[src/rtl/dbgbp_pkg.sv]
package dbgbp_pkg;
  typedef enum logic [1:0] {
    BPT_EXEC  = 2'b00,
    BPT_WRITE = 2'b01,
    BPT_IO    = 2'b10,
    BPT_RDWR  = 2'b11
  } bp_type_e;

  localparam int TYPE_BASE   = 16;
  localparam int TYPE_STRIDE = 4;
  localparam int EN_STRIDE   = 2;
endpackage

[src/rtl/dbgbp_slot.sv]
module dbgbp_slot
  import dbgbp_pkg::*;
#(
  parameter int ADDR_W = 32
) (
  input  logic [ADDR_W-1:0] slot_addr,
  input  logic [ADDR_W-1:0] cur_ip,
  input  bp_type_e          slot_type,
  input  logic [1:0]        slot_en_bits,
  input  logic              slot_watch,
  output logic              slot_hit,
  output logic              slot_en
);
  always_comb begin
    unique case (slot_type)
      BPT_EXEC:  slot_hit = (slot_addr == cur_ip);
      BPT_WRITE,
      BPT_RDWR:  slot_hit = slot_watch;
      default:   slot_hit = 1'b0;
    endcase
  end

  assign slot_en = |slot_en_bits;
endmodule

[src/rtl/dbgbp_merge.sv]
module dbgbp_merge #(
  parameter int NUM_SLOTS = 4,
  parameter int STAT_W    = 32
) (
  input  logic                 clk,
  input  logic                 rst_n,
  input  logic                 chk_valid,
  input  logic [NUM_SLOTS-1:0] hit_vec,
  input  logic [NUM_SLOTS-1:0] en_vec,
  input  logic [STAT_W-1:0]    stat_in,
  input  logic                 force_upd,
  output logic [STAT_W-1:0]    stat_out,
  output logic                 stat_we,
  output logic                 dbg_exc
);
  localparam int KEEP_W = STAT_W - NUM_SLOTS;

  logic              any_en_hit;
  logic [STAT_W-1:0] stat_next;

  assign any_en_hit = |(hit_vec & en_vec);
  assign stat_next  = {stat_in[STAT_W-1:NUM_SLOTS], hit_vec};

  always_ff @(posedge clk or negedge rst_n) begin
    if (!rst_n) begin
      stat_out <= '0;
      stat_we  <= 1'b0;
      dbg_exc  <= 1'b0;
    end else begin
      stat_we <= chk_valid & (any_en_hit | force_upd);
      dbg_exc <= chk_valid & any_en_hit;
      if (chk_valid) stat_out <= stat_next;
    end
  end

  // an exception request always comes with a write strobe
  p_exc_with_we_r9: assert property (@(posedge clk) disable iff (!rst_n)
    dbg_exc |-> stat_we);

  // no strobe without an accepted beat one cycle earlier
  p_we_needs_beat_r10: assert property (@(posedge clk) disable iff (!rst_n)
    stat_we |-> $past(chk_valid));

  // idle cycle keeps the status word
  p_hold_idle_r10: assert property (@(posedge clk) disable iff (!rst_n)
    !chk_valid |=> $stable(stat_out));

  // upper status bits follow the incoming word
  p_upper_kept_r5: assert property (@(posedge clk) disable iff (!rst_n)
    chk_valid |=> stat_out[STAT_W-1:NUM_SLOTS] == $past(stat_in[STAT_W-1:NUM_SLOTS]));

  // a disabled match alone never raises the exception
  p_disabled_quiet_r6: assert property (@(posedge clk) disable iff (!rst_n)
    (chk_valid && ((hit_vec & en_vec) == '0)) |=> !dbg_exc);

  initial assert (KEEP_W > 0) else $error("status word too narrow");
endmodule

[src/rtl/dbgbp_eval.sv]
module dbgbp_eval
  import dbgbp_pkg::*;
#(
  parameter int NUM_SLOTS = 4,
  parameter int ADDR_W    = 32,
  parameter int CTRL_W    = 32,
  parameter int STAT_W    = 32
) (
  input  logic                        clk,
  input  logic                        rst_n,
  input  logic                        chk_valid,
  input  logic [NUM_SLOTS*ADDR_W-1:0] bp_addr,
  input  logic [CTRL_W-1:0]           dbg_ctrl,
  input  logic [STAT_W-1:0]           dbg_stat_in,
  input  logic [ADDR_W-1:0]           cur_ip,
  input  logic [NUM_SLOTS-1:0]        watch_hit,
  input  logic                        force_upd,
  output logic [STAT_W-1:0]           stat_out,
  output logic                        stat_we,
  output logic                        dbg_exc
);
  localparam int TYPE_TOP = TYPE_BASE + TYPE_STRIDE * NUM_SLOTS;

  logic [NUM_SLOTS-1:0] hit_vec;
  logic [NUM_SLOTS-1:0] en_vec;
  logic                 unused_ctrl;

  assign unused_ctrl = ^dbg_ctrl;

  for (genvar n = 0; n < NUM_SLOTS; n++) begin : g_slot
    dbgbp_slot #(.ADDR_W(ADDR_W)) i_slot (
      .slot_addr    (bp_addr[n*ADDR_W +: ADDR_W]),
      .cur_ip       (cur_ip),
      .slot_type    (bp_type_e'(dbg_ctrl[TYPE_BASE + TYPE_STRIDE*n +: 2])),
      .slot_en_bits (dbg_ctrl[EN_STRIDE*n +: 2]),
      .slot_watch   (watch_hit[n]),
      .slot_hit     (hit_vec[n]),
      .slot_en      (en_vec[n])
    );

    // an I/O-type slot never reports a match
    p_io_never_r4: assert property (@(posedge clk) disable iff (!rst_n)
      (chk_valid && dbg_ctrl[TYPE_BASE + TYPE_STRIDE*n +: 2] == 2'b10) |=> !stat_out[n]);
  end

  dbgbp_merge #(.NUM_SLOTS(NUM_SLOTS), .STAT_W(STAT_W)) i_merge (
    .clk       (clk),
    .rst_n     (rst_n),
    .chk_valid (chk_valid),
    .hit_vec   (hit_vec),
    .en_vec    (en_vec),
    .stat_in   (dbg_stat_in),
    .force_upd (force_upd),
    .stat_out  (stat_out),
    .stat_we   (stat_we),
    .dbg_exc   (dbg_exc)
  );

  initial assert (TYPE_TOP <= CTRL_W) else $error("control word too narrow");
endmodule

[config.mk]
export PLATFORM = sky130hd
export DESIGN_NAME = dbgbp_eval
export DESIGN_NICKNAME = d
export VERILOG_FILES = /design/src/rtl/dbgbp_pkg.sv /design/src/rtl/dbgbp_slot.sv /design/src/rtl/dbgbp_merge.sv /design/src/rtl/dbgbp_eval.sv
export SDC_FILE = /design/constraint.sdc
export NUM_CORES = 1
export LEC_CHECK = 0
export BUFFER_PORTS_ARGS = -buffer_cell sky130_fd_sc_hd__buf_2
export CORE_AREA = 2 2 104 106
export CTS_CLUSTER_DIAMETER = 30
export DETAILED_ROUTE_END_ITERATION = 7
export DIE_AREA = 0 0 106 108
export PLACE_DENSITY_LB_ADDON = 0.25
export SYNTH_ARGS = -nofsm -noshare
export SYNTH_HDL_FRONTEND = slang
export SYNTH_HIERARCHICAL = 1
export SYNTH_SLANG_ARGS = --single-unit
[constraint.sdc]
create_clock -name clk -period 1.5 [get_ports clk]
set_clock_uncertainty 0.05 [all_clocks]
set_input_delay 0.225 -clock clk [delete_from_list [all_inputs] [get_ports clk]]
set_output_delay 0.225 -clock clk [all_outputs]
set_load 0.05 [all_outputs]
# Word level (Yosys, flattened, before mapping)
# Cells that the tools add are included.
[word_totals]
register_bits = 34
input_bits = 232
out_inout_bits = 34
elab_cells = 36
[classes]
n_eq_ne = 12
muxes = 4
n_bitwise = 4
n_reduce_logical = 13
[ops]
columns = ["cell", "count"]
rows = [
  ["$eq A32 B32 Y1", 4],
  ["$reduce_or A2 Y1", 8],
  ["$eq A2 B1 Y1 const B", 4],
  ["$eq A2 B2 Y1 const B", 4],
  ["$logic_not A2 Y1", 4],
  ["$pmux W1 S2", 4],
  ["$and A4 B4 Y4", 1],
  ["$reduce_or A4 Y1", 1],
  ["$and A1 B1 Y1", 2],
  ["$or A1 B1 Y1", 1],
]

# Logic depth before layout (Yosys ltp)
# Gate-level depths: netlist (run 1).
[logic_depth]
word_depth = 7
depth_mapped = 6
depth_no_buf = 6

# Cells and area by module
# Netlist (run 1), hierarchy kept.
[by_module_without_submodules]
columns = ["module", "n_inst", "cells_each", "area_each_um2", "seq_area_each_um2"]
rows = [
  ["dbgbp_slot", 4, 46, 369.1, 0.0],
  ["dbgbp_merge", 1, 76, 1425.1, 850.8],
]

# Worst setup path after synthesis (run 1)
# No wires, ideal clock.
[synth_timing]
path_type = "in2reg"
start = "input port cur_ip[21]"
end = "register i_merge.stat_we"
setup_time_ns = 0.082
t_arrival_ns = 1.272
required_ns = 1.368
path_slack_ns = 0.096
path_stages = 6
n_path_buf = 0
cell_sequence = "xor2_1 -> nor4_1 -> nand4_1 -> o31ai_2 -> a22oi_1 -> a31oi_1"
[synth_via]
elab_chain_cells = 6
elab_cells_between_ends = 12
cone_classes = "eq/ne: 4; mux: 4; bitwise: 3; reduce/logical: 1"
[synth_rtl]
columns = ["item", "line", "rtl"]
rows = [
  ["from (decl)", "dbgbp_eval.sv:15", "input logic [ADDR_W-1:0] cur_ip,"],
  ["$eq A32 B32 Y1", "dbgbp_slot.sv:16", "BPT_EXEC: slot_hit = (slot_addr == cur_ip);"],
  ["$pmux W1 S2", "dbgbp_slot.sv:15", "unique case (slot_type)"],
  ["net hit_vec[2]", "dbgbp_eval.sv:24", "logic [NUM_SLOTS-1:0] hit_vec;"],
  ["$and A4 B4 Y4", "dbgbp_merge.sv:21", "assign any_en_hit = |(hit_vec & en_vec);"],
  ["$reduce_or A4 Y1", "dbgbp_merge.sv:21", ""],
  ["$or A1 B1 Y1", "dbgbp_merge.sv:30", "stat_we <= chk_valid & (any_en_hit | force_upd);"],
  ["$and A1 B1 Y1", "dbgbp_merge.sv:30", ""],
  ["to (signal assigned)", "dbgbp_merge.sv:30", ""],
  ["to (decl)", "dbgbp_merge.sv:13", "output logic stat_we,"],
]
# The timed path passes the listed nets, and every way through them passes these cells.
# A chain may end at the register's enable or synchronous reset.

# Worst setup path after layout (run 1)
[layout_timing]
start = "input port bp_addr[15]"
end = "register i_merge.stat_we"
[layout_via]
elab_chain_cells = 6
[layout_rtl]
columns = ["item", "line", "rtl"]
rows = [
  ["from (decl)", "dbgbp_eval.sv:12", "input logic [NUM_SLOTS*ADDR_W-1:0] bp_addr,"],
  ["$eq A32 B32 Y1", "dbgbp_slot.sv:16", ""],
  ["$pmux W1 S2", "dbgbp_slot.sv:15", ""],
  ["net hit_vec[0]", "dbgbp_eval.sv:24", ""],
  ["$and A4 B4 Y4", "dbgbp_merge.sv:21", ""],
  ["$reduce_or A4 Y1", "dbgbp_merge.sv:21", ""],
  ["$or A1 B1 Y1", "dbgbp_merge.sv:30", ""],
  ["$and A1 B1 Y1", "dbgbp_merge.sv:30", ""],
]
# The timed path passes the listed nets, and every way through them passes these cells.

==> results of run 1 <==
-- worst max-delay path, cell delays in order --
cell and delay (ns):
buf_6 0.09, xor2_1 0.15, nor4_2 0.33, buf_4 0.16, nand4_1 0.14, o31ai_2 0.28, a22oi_2 0.13, a31oi_1 0.14
-- layer usage --
layer	vias up	track usage, %
li1	1439	-
met1	1316	20.0
met2	152	34.1
met3	20	3.92
met4	0	4.32
met5	-	0
-- sequential cells by signal (all words and copies together) (netlist names) --
name	flops
i_merge/stat_we	1
i_merge/dbg_exc	1
i_merge/stat_out	32
-- final cells by class --
| class | count | share of cell area (%) |
|---|---|---|
| multi-input cells | 220 | 43.9 |
| repair buffers | 264 | 31.5 |
| flip-flops and latches | 34 | 18.0 |
| well taps | 136 | 3.59 |
| clock buffers | 5 | 1.45 |
| clock inverters | 3 | 1.45 |
| inverters | 2 | 0.158 |
-- cell usage after synthesis (all sizes together) --
master	count	area, µm²
a21oi	1	5.00
a22oi	2	15.0
a31oi	1	6.26
buf	4	71.3
dfrtp	34	851
inv	2	7.51
mux2	32	469
nand2	4	15.0
nand3	4	20.0
nand4	8	50.1
nor3	4	20.0
nor4	28	175
o31ai	4	50.1
or2	4	25.0
xnor2	12	105
xor2	116	1020
-- power by group through the flow --
stage          registers, mW  logic (mW)  clock network (mW)
2_1_floorplan           1.39       0.449                   0
4_1_cts                 1.05        1.40                1.04
3_3_place_gp            1.06        1.35                   0
3_5_place_dp            1.07        1.36                   0
5_1_grt                 1.06        1.52                1.08
6_report                1.05        1.42                1.00
-- through the flow --
step           hold WS [ns]  TNS [ns]  cell area (µm²)
5_1_grt              0.0996    -0.326             4740
4_1_cts               0.106   -0.0247             4650
3_5_place_dp          0.231     -2.48             4380
6_report              0.114   -0.0178             4740
3_3_place_gp          0.230     -2.30             4380
2_1_floorplan        -0.121         0             2900
-- how the worst max path moves through the flow --
stage,startpoint,endpoint,slack (ns),cells after the start
3_5_place_dp,cur_ip[24],i_merge/stat_we$_DFF_PN0_,-0.52,8
3_3_place_gp,cur_ip[24],i_merge/stat_we$_DFF_PN0_,-0.50,8
5_1_grt,bp_addr[2],i_merge/dbg_exc$_DFF_PN0_,-0.1,8
6_report,bp_addr[15],i_merge/stat_we$_DFF_PN0_,-0.01,8
4_1_cts,bp_addr[15],i_merge/dbg_exc$_DFF_PN0_,-0.01,8
2_1_floorplan,cur_ip[21],i_merge/stat_we$_DFF_PN0_,0.1,6
-- repair_timing --
item	in CTS	in global routing
hold buffers	1	0
endpoints found under the setup margin	5	6
hold endpoints to repair	34	0
buffers inserted	1	0
resized for setup	25	22
pin swaps	17	16
-- cells by family after synthesis --
family / count (synthesis) / synth area share (%)
AO/OA/AOI/OAI: 8 / 2.63
flip-flops: 34 / 29.3
AND/OR/NAND/NOR: 52 / 10.5
buffers and inverters: 6 / 2.72
XOR/XNOR: 128 / 38.6
multiplexers: 32 / 16.2
==> impl_metrics.tcl, run 1 <==
set metrics [dict create \
    layout_common_cells "buf_2 (229), xor2_1 (112), dfrtp_1 (34)" \
    totalWireLength_um 10200 \
    cts.htree.levels 2 \
    syn_inst 260 \
    setup_viol 2 \
    ir_drop_uv 452 \
    r2r-end "i_merge/stat_out[22]$_DFFE_PN0P_" \
    dp.cells 656 \
    top_layer_used "met4" \
    sequentialPowerShare_pct 30.2 \
    path_clk_slew_ns 0.07 \
    worstHoldStart "dbg_stat_in[18]" \
    rr_startpoint "i_merge/stat_out[22]$_DFFE_PN0P_" \
    syn_area_per_cell_um2 11.2 \
    slew_headroom_pct 71.3 \
    ant_nets 0 \
    area_delta_synth_final_pct 63.3 \
    switchingPower_mw 1.17 \
    place_hpwl_um 9000 \
    grt_usage_pct 17.8 \
    clockRootBuffer "clkbuf_8" \
    powerDensity_nw_per_um2 733 \
    synth_area_um2 2900 \
    io_buffers 245 \
    grt_pass1_vias 3179 \
    firstDrtPassIters 4 \
    clk_latency_ns 0.28 \
    wl_met3_um 746 \
    power.internal_mw 2.30 \
    antenna_cells 0 \
    drt_iter0_drc 80 \
    ys_types 18 \
    multi_input_area_um2 2080 \
    swShare_pct 33.8 \
    fin_nets 759 \
    layout_commonest_cell "buf_2" \
    final.min_clock_period_ns 1.51 \
    grt_setup_unrepaired "true" \
    holdPathEnd "i_merge/stat_out[18]$_DFFE_PN0P_" \
    fillerInstances 1015 \
    outcome "finished, violations left" \
    cp-start-kind "primary input" \
    cts-buffers-inserted 5 \
    grt_pass1_wl_um 15900 \
    violations "negative setup slack" \
    setup_ws_ns -0.0130 \
    wl_per_cell_um 15.4 \
    gr-total-overflow 0 \
    cts_tree "built" \
    arrival_ns 1.67 \
    io_pins 266 \
    clkPwrFrac_pct 28.9 \
    drv_cap 0 \
    reg2reg_slack_ns 0.68 \
    min_delay_path_depth 2 \
    initial_utilization_pct 28.4 \
    hold_path.class "primary input to register" \
    fp.dieH_um 108 \
    place_congestion 0.881 \
    grt_max_degree 35 \
    clockBufferDepth 2 \
    fin_cells 664 \
    die_area_um2 11400 \
    endpoint_kind "register" \
    die_x_um 106 \
    numClockSinks 34 \
    worst_pin_slew_ns 0.431 \
    critPathKind "primary input to register" \
    antenna_found_initial 0 \
    core_region_area_um2 10200 \
    ys_ff_latch 34 \
    combPwrFrac_pct 40.9 \
    preCtsSetupSlack_ns -0.522 \
    drive_gt1_share_pct 62.1 \
    p_leak_nw 2.43 \
    wl_met2_um 5340 \
    drc_errors 0 \
    core.rowCount 37 \
    hold_viol 0 \
    slew_violations 0 \
    syn-num-nets 492 \
    ys_seq_area_share_pct 29.3 \
    fmaxAchievable_mhz 661 \
    post-route-util_pct 46.3 \
    viasPerCell 4.41 \
    yosysWarnings 6 \
    power_mw 3.47 \
    cp.required_ns 1.66 \
    fin_crit_sh_pct 101 \
    wl_met1_um 3940 \
    vias 2927 \
    critical_path.max_fanout 2 \
    seq_area_um2 851 \
    r2r_cells 1 \
]
No activity file was read; power rests on OpenSTA's default activity.
==> inputs of run 2 (changes only) <==
- TNS_END_PERCENT: default -> 50
==> impl_metrics.tcl, run 2 (synthesis gave the netlist of run 1 again) <==
set metrics [dict create \
    fp.dieH_um 108 \
    worst_pin_slew_ns 0.428 \
    power_mw 3.47 \
    io_pins 266 \
    sequentialPowerShare_pct 30.3 \
    fmaxAchievable_mhz 657 \
    combPwrFrac_pct 40.9 \
    grt_setup_unrepaired "true" \
    totalWireLength_um 10200 \
    largest_register_ffs 32 \
    cp_slowest_cell "nor4_2" \
    initial_utilization_pct 28.4 \
    place_congestion 0.881 \
    cp-start-kind "primary input" \
    cts.htree.levels 2 \
    cts_tree "built" \
    critPathMaxStageDelay_ns 0.32 \
    hold_path.class "primary input to register" \
    arrival_ns 1.68 \
    ir_drop_uv 452 \
    post-route-util_pct 46.3 \
    outcome "finished, violations left" \
    reg_top3 "i_merge/stat_out: 32 flops, i_merge/dbg_exc: 1 flops, i_merge/stat_we: 1 flops" \
    dp.cells 656 \
    path_cells "buf_2, xor2_1, nor4_2, buf_4, nand4_1, o31ai_2, a22oi_2, a31oi_1" \
    fin_crit_sh_pct 101 \
    grt_pass1_wl_um 15900 \
    regMostFlops "i_merge/stat_out" \
    path_clk_slew_ns 0.07 \
    violations "negative setup slack" \
    place_hpwl_um 9000 \
    die_area_um2 11400 \
    critPathKind "primary input to register" \
    drc_errors 0 \
    min_delay_path_depth 2 \
    clkPwrFrac_pct 28.8 \
    antenna_found_initial 0 \
    ant_nets 0 \
    switchingPower_mw 1.17 \
    area_delta_synth_final_pct 63.2 \
    final.min_clock_period_ns 1.52 \
    grt_pass1_vias 3179 \
    antenna_cells 0 \
    grt_usage_pct 17.8 \
    numClockSinks 34 \
    core_region_area_um2 10200 \
    cp.required_ns 1.66 \
    powerDensity_nw_per_um2 732 \
    wl_per_cell_um 15.4 \
    die_x_um 106 \
    p_leak_nw 2.43 \
    reg2reg_slack_ns 0.68 \
    vias 2916 \
    gr-total-overflow 0 \
    rr_startpoint "i_merge/stat_out[22]$_DFFE_PN0P_" \
    cts-buffers-inserted 5 \
    preCtsSetupSlack_ns -0.522 \
    grt_max_degree 35 \
    critical_path.max_fanout 2 \
    layout_commonest_cell "buf_2" \
    power.internal_mw 2.30 \
    drive_gt1_share_pct 62.0 \
    drt_iter0_drc 76 \
    holdPathEnd "i_merge/stat_out[18]$_DFFE_PN0P_" \
    slew_violations 0 \
    r2r_cells 1 \
    endpoint_kind "register" \
    clockRootBuffer "clkbuf_8" \
    r2r-end "i_merge/stat_out[22]$_DFFE_PN0P_" \
    fin_nets 760 \
    slew_headroom_pct 71.5 \
    drv_cap 0 \
    swShare_pct 33.7 \
    firstDrtPassIters 4 \
    core.rowCount 37 \
    hold_viol 0 \
    layout_common_cells "buf_2 (230), xor2_1 (113), dfrtp_1 (34)" \
    setup_ws_ns -0.0221 \
    fin_area_um2 4740 \
    clk_latency_ns 0.28 \
    fin_setup_tns_ns -0.0466 \
    timing.hold.ws_ns 0.118 \
    setup_viol 4 \
    clockBufferDepth 2 \
    place_area_um2 4380 \
    io_buffers 245 \
    fin_cells 665 \
    worstHoldStart "dbg_stat_in[18]" \
    viasPerCell 4.38 \
]
[run 2: layout make-up]
cell class | count | area (µm²)
clock buffer | 5 | 68.8
clock inverter | 3 | 68.8
fill | 1018 | 5500
inverter | 2 | 7.51
multi-input combinational | 220 | 2070
sequential | 34 | 851
tap | 136 | 170
timing repair buffer | 265 | 1500
[run 2: what timing repair did]
action | CTS | global route
endpoints found under the setup margin | 5 | 6
hold endpoints to repair | 34 | 0
pin swaps | 17 | 16
resized for setup | 25 | 21
setup buffers | 1 | 0
hold buffers | 1 | 0
[run 2: metal layers]
layer  GRT usage (%)  part of all wire, %  vias up
met1            20.0                   39     1306
met3            3.92                  7.1       18
met2            34.1                   52      152
li1                -                    -     1440
met4            4.32                  2.0        0
met5               0                    0        -
[run 2: worst max path at each step]
stage,from,to,slack [ns],cells past startpoint
3_3_place_gp,cur_ip[24],i_merge/stat_we$_DFF_PN0_,-0.50,8
4_1_cts,bp_addr[15],i_merge/dbg_exc$_DFF_PN0_,-0.01,8
5_1_grt,bp_addr[2],i_merge/dbg_exc$_DFF_PN0_,-0.10,8
2_1_floorplan,cur_ip[21],i_merge/stat_we$_DFF_PN0_,0.1,6
3_5_place_dp,cur_ip[24],i_merge/stat_we$_DFF_PN0_,-0.52,8
6_report,bp_addr[2],i_merge/stat_we$_DFF_PN0_,-0.02,8
[run 2: power groups by stage]
stage / Combinational, mW / Clock [mW] / Sequential [mW]
finish: 1.42 / 0.999 / 1.05
detailed placement: 1.36 / 0 / 1.07
CTS: 1.40 / 1.04 / 1.05
global placement: 1.35 / 0 / 1.06
floorplan: 0.449 / 0 / 1.39
global route: 1.52 / 1.08 / 1.06
[run 2: worst max-delay path, delay by kind of cell]
| kind | cells | cell delay, ns |
|---|---|---|
| AOI/OAI and AO/OA | 3 | 0.55 |
| and+or+nand+nor | 2 | 0.46 |
| buffers and inverters | 2 | 0.28 |
| xor gates and xnor gates | 1 | 0.16 |
